--- src/rtl/i2s_txb_pkg.sv ---
package i2s_txb_pkg;

    // Word-select history, newest sample first.
    typedef struct packed {
        logic d1;
        logic d2;
        logic d3;
    } ws_hist_t;

    typedef enum logic {
        FS_LATE  = 1'b0,
        FS_EARLY = 1'b1
    } fs_mode_e;

    function automatic logic level_change(input logic a, input logic b);
        return a ^ b;
    endfunction

    function automatic int unsigned frame_len(input int unsigned ch_bits);
        return 2 * ch_bits;
    endfunction

endpackage

--- src/rtl/txb_clk_cond.sv ---
module txb_clk_cond (
    input  logic sck,
    input  logic clk_inv,
    output logic port_clk
);
    assign port_clk = clk_inv ? ~sck : sck;
endmodule

--- src/rtl/txb_ws_pulse.sv ---
module txb_ws_pulse
    import i2s_txb_pkg::*;
(
    input  logic sck,
    input  logic rst,
    input  logic ws,
    input  logic fs_early,
    output logic port_fs
);
    ws_hist_t hist;
    fs_mode_e mode;
    logic     pulse_now;
    logic     pulse_late;

    always_ff @(posedge sck) begin
        if (rst) begin
            hist <= '0;
        end else begin
            hist.d1 <= ws;
            hist.d2 <= hist.d1;
            hist.d3 <= hist.d2;
        end
    end

    assign mode       = fs_mode_e'(fs_early);
    assign pulse_now  = level_change(hist.d1, hist.d2);
    assign pulse_late = level_change(hist.d2, hist.d3);

    always_comb begin
        unique case (mode)
            FS_EARLY: port_fs = pulse_now;
            default:  port_fs = pulse_late;
        endcase
    end
endmodule

--- src/rtl/txb_tx_delay.sv ---
module txb_tx_delay #(
    parameter int unsigned FRAME_BITS = 32
) (
    input  logic sck,
    input  logic rst,
    input  logic port_txd,
    output logic codec_sd
);
    localparam int unsigned CNT_W = $clog2(FRAME_BITS + 1);
    localparam logic [CNT_W-1:0] FULL_CNT = CNT_W'(FRAME_BITS);

    logic [FRAME_BITS-1:0] pipe;
    logic [CNT_W-1:0]      fill_cnt;
    logic                  full;

    generate
        if (FRAME_BITS == 1) begin : g_single
            always_ff @(posedge sck) begin
                if (rst) pipe <= '0;
                else     pipe <= port_txd;
            end
        end else begin : g_shift
            always_ff @(posedge sck) begin
                if (rst) pipe <= '0;
                else     pipe <= {pipe[FRAME_BITS-2:0], port_txd};
            end
        end
    endgenerate

    always_ff @(posedge sck) begin
        if (rst)              fill_cnt <= '0;
        else if (!full)       fill_cnt <= fill_cnt + 1'b1;
    end

    assign full = (fill_cnt == FULL_CNT);

    always_ff @(negedge sck) begin
        if (rst)       codec_sd <= 1'b0;
        else if (full) codec_sd <= pipe[FRAME_BITS-1];
        else           codec_sd <= 1'b0;
    end
endmodule

--- src/rtl/i2s_tx_bridge.sv ---
module i2s_tx_bridge
    import i2s_txb_pkg::*;
#(
    parameter int unsigned CH_BITS = 16
) (
    input  logic sck,
    input  logic rst,
    input  logic ws,
    input  logic clk_inv,
    input  logic fs_early,
    input  logic port_txd,
    output logic port_clk,
    output logic port_fs,
    output logic codec_sd
);
    localparam int unsigned FRAME_BITS = frame_len(CH_BITS);

    txb_clk_cond u_clk (
        .sck      (sck),
        .clk_inv  (clk_inv),
        .port_clk (port_clk)
    );

    txb_ws_pulse u_fs (
        .sck      (sck),
        .rst      (rst),
        .ws       (ws),
        .fs_early (fs_early),
        .port_fs  (port_fs)
    );

    txb_tx_delay #(
        .FRAME_BITS (FRAME_BITS)
    ) u_dly (
        .sck      (sck),
        .rst      (rst),
        .port_txd (port_txd),
        .codec_sd (codec_sd)
    );
endmodule

--- config.mk ---
export PLATFORM = sky130hd
export DESIGN_NAME = i2s_tx_bridge
export DESIGN_NICKNAME = d
export VERILOG_FILES = /design/src/rtl/i2s_txb_pkg.sv /design/src/rtl/txb_clk_cond.sv /design/src/rtl/txb_ws_pulse.sv /design/src/rtl/txb_tx_delay.sv /design/src/rtl/i2s_tx_bridge.sv
export SDC_FILE = /design/constraint.sdc
export NUM_CORES = 1
export LEC_CHECK = 0
export ABC_AREA = 1
export BUFFER_PORTS_ARGS = -buffer_cell sky130_fd_sc_hd__buf_4
export CORE_ASPECT_RATIO = 1.4
export CORE_MARGIN = 1
export CORE_UTILIZATION = 44
export CTS_BUF_LIST = sky130_fd_sc_hd__clkbuf_4 sky130_fd_sc_hd__clkbuf_8
export CTS_CLUSTER_DIAMETER = 100
export DETAILED_ROUTE_END_ITERATION = 12
export GPL_ROUTABILITY_DRIVEN = 1
export PLACE_DENSITY = 0.7
export SETUP_SLACK_MARGIN = 0.1
export SYNTH_ARGS = -nofsm -noshare
export SYNTH_HDL_FRONTEND = slang
export SYNTH_SLANG_ARGS = --single-unit
--- constraint.sdc ---
create_clock -name sck -period 1.1 [get_ports sck]
set_input_delay 0.22 -clock sck [delete_from_list [all_inputs] [get_ports sck]]
set_output_delay 0.22 -clock sck [all_outputs]
set_load 0.05 [all_outputs]
### Word-level counts from Yosys, hierarchy flattened

Index checks and enable logic that the tools add are counted.

| word-level totals | value |
|---|---|
| bits in registers | 42 |
| output and inout bits | 3 |
| logic and storage cells | 15 |

| cells by class | value |
|---|---|
| add/sub/neg operators | 1 |
| equal/unequal tests | 1 |
| muxes and demuxes | 2 |
| bitwise logic cells | 4 |
| reductions and logical operators | 1 |

Operators by type and width:

| kind | count |
|---|---|
| adder 6 x 1 -> 6 bit, second input constant | 1 |
| equality test 6 bit, second input constant | 1 |
| two-way mux 1 bit | 2 |
| inverter 1 bit | 2 |
| OR reduction 2 bit | 1 |
| bitwise XOR 1 bit | 2 |

### Longest topological paths before layout

| depth | value |
|---|---|
| word-level depth | 3 |
| depth in mapped cells | 6 |

### Modules after synthesis

From an unflattened synthesis, not the netlist that was laid out.

| second synthesis, totals | value |
|---|---|
| cells, all modules | 167 |
| area total of the unflattened synthesis | 1,370.1 µm² |

By module, submodules not included:

| module | instances | cells each | area an instance (µm²) | seq. area each (µm²) |
|---|---|---|---|---|
| txb_tx_delay | 1 | 144 | 1,232.4 | 780.7 |
| txb_ws_pulse | 1 | 18 | 118.9 | 60.1 |
| txb_clk_cond | 1 | 5 | 18.8 | 0.0 |

==> flow_summary.json <==
{
  "required_ns": 0.88,
  "antenna_found_initial": 0,
  "synth_area_leader_cell": "dfxtp_1",
  "num_antenna_cells": 0,
  "ir_worst_vdd_uv": 1890,
  "syn-cell-area_mm2": 0.00134,
  "finalWorstSetupSlack_ns": -0.609,
  "cts_tree": "built",
  "final_layout_size_suffix_gt1_share_pct": 30.0,
  "syn-num-nets": 165,
  "worst_slew_pin_slew_ns": 0.353,
  "wl_per_cell_um": 9.68,
  "cp_num_cells": 1,
  "die_x_um": 48.7,
  "ys_seq_area_share_pct": 62.7,
  "synthTopCellsByCount": "nor2_1, dfxtp_1, inv_1, nand2_1, xor2_1",
  "final_antenna_net_count": 0,
  "report.final.slew_viol_count": 0,
  "hp-start": "port_txd",
  "postPlaceCellArea_mm2": 0.00155,
  "grt_max_degree": 39,
  "crit_chain": "buf_8",
  "power.density_mw_per_mm2": 1930,
  "min_delay_path_depth": 3,
  "die_y_um": 67.3,
  "final-hold-violation-count": 0,
  "hpwlAfterDp_mm": 1.32,
  "crit_start": "u_dly.codec_sd",
  "pre_cts_ws_ns": -0.206,
  "synthCells": 157,
  "grt_pass1_vias": 930,
  "place_inst": 206,
  "dieArea_mm2": 0.00328,
  "setup_viol": 4,
  "grt_setup_unrepaired": "true",
  "synth_edf_count": 0,
  "ys_types": 14,
  "grt_use_total_pct": 16.3,
  "synth.most_common_cell": "nor2_1",
  "arrival_ns": 1.49,
  "rows": 23,
  "hp-class": "in -> reg",
  "drc": 0,
  "grt-ovfl-total": 0,
  "yosys_most_used_dff": "dfxtp_1",
  "setup.worst_path.start_class": "register",
  "ys.warnings.count": 0,
  "ys_top_cells_by_area": "dfxtp_1, nor2_1, inv_1",
  "area_growth_pct": 32.9,
  "path_clk_slew_ns": 0.07,
  "critPathSlowestCell": "dfxtp_4",
  "routed_wl_mm": 2.10,
  "finalNonFillerCells": 217,
  "endpoint_kind": "output port",
  "synth-seq-cells": 42,
  "power_leakage_uw": 0.000736,
  "path_max_fanout": 1,
  "drtIter0Drc": 16,
  "ios": 9,
  "critPathTopFamily": "flip-flops",
  "synth_top_area_share_pct": 62.7,
  "critPathBufInv": 1,
  "holdBufCountCts": 0,
  "ff2ff_path_depth": 4,
  "vias": 923,
  "max_slew_margin_pct": 76.5,
  "avgSynthCellArea_um2": 8.54,
  "violations": "negative setup slack",
  "path_class": "reg -> out",
  "status": "finished with violations",
  "cap_violations": 0,
  "clk-insertion-delay-late_ns": 0.46,
  "viasPerCell": 4.25,
  "total_power_uw": 3440,
  "r2r-start": "u_dly.fill_cnt[0]",
  "nFillCells": 245,
  "io_buffers": 8,
  "initial_core_util_pct": 46.6,
  "utilization_pct": 62.0,
  "final_area_mm2": 0.00178,
  "finalClockSkew_ns": 0.0699,
  "layout.nets": 188,
  "firstDrtPassIters": 4,
  "ys_async_sr_fraction_pct": 0,
  "critical_path.max_stage_delay_ns": 0.33,
  "gp_congestion": 0.752,
  "grt_pass1_wl_mm": 3.73,
  "core-area_mm2": 0.00288
}
-- routing by layer --
layer | track usage (%) | vias up | wire [µm]
met5 | 0 | - | 0
met4 | 14.0 | 0 | 71
met3 | 7.88 | 9 | 82
met2 | 27.3 | 15 | 1110
met1 | 14.9 | 422 | 840
li1 | - | 477 | -
-- report_power, final --
part	total, µW	switching (µW)	internal [µW]
sequential	1550	12.0	1540
clock	1700	713	986
combinational	189	104	85.4
-- stage by stage --
| stage | TNS, ns | hold WS, ns |
|---|---|---|
| final | -1.19 | 0.0328 |
| after global routing | -1.35 | 0.0156 |
| after CTS | -1.26 | 0.0212 |
| after detailed placement | -0.392 | 0.396 |
| after global placement | -0.320 | 0.391 |
| after floorplan | -0.418 | 0.327 |
-- placed cells by master, fill, tap and decap left out --
cell and n:
nand2_1 6, o21ai_4 1, ha_4 2, nand3_1 1, buf_8 1, o21ai_2 1, xnor2_1 1, inv_1 38
nor2_1 43, dfxtp_1 34, nor2_2 1, xor2_4 1, xor2_1 2, nor2_4 2, bufinv_16 1, nand2_2 3
a21oi_1 1, buf_4 12, clkbuf_8 8, dfxtp_4 1, inv_2 4, nand3_4 1, dfxtp_2 7, nand3_2 2
xor2_2 1, buf_6 5
-- cell families (layout without fill, tap and decap cells) --
logic type	count (synthesis)	count (layout)	synth area share [%]
simple gates	59	59	17.6
xor+xnor	5	5	3.26
compound gates	3	3	1.12
flops	42	42	62.7
buf+inv	46	69	13.4
fa+ha+maj	2	2	1.87
-- area by class of cell --
type / count / area (µm²) / area share [%]
Inverter: 41 / 154 / 8.63
Tap cell: 37 / 46.3 / 2.60
Multi-Input combinational cell: 69 / 424 / 23.8
Sequential cell: 42 / 853 / 47.9
Timing Repair Buffer: 17 / 150 / 8.42
Clock inverter: 2 / 33.8 / 1.89
Clock buffer: 9 / 121 / 6.81
-- final timing paths --
kind	endpoint	slack, ns
max	codec_sd	-0.61
max reg2reg	u_dly.codec_sd	-0.14
min	u_dly.pipe[0]	0.03
min reg2reg	u_dly.pipe[28]	0.40
-- worst register-to-register path, delay by kind of cell, from the launching register on --
kind	cells	cell delay, ns
DFF	1	0.35
adders and majority gates	1	0.16
and+or+nand+nor	2	0.10
buffers and inverters	1	0.05
-- timing repair --
action,CTS,global route
setup endpoints to repair,7,10
pin swaps,8,6
gates resized for setup,17,10
setup buffers,3,3
-- state kept, by name, summed over array words and instances (netlist names) --
signal	cells
u_dly.fill_cnt	6
u_dly.pipe	32
u_dly.codec_sd	1
u_fs.hist	3
Power figures use the tool's default switching activity.
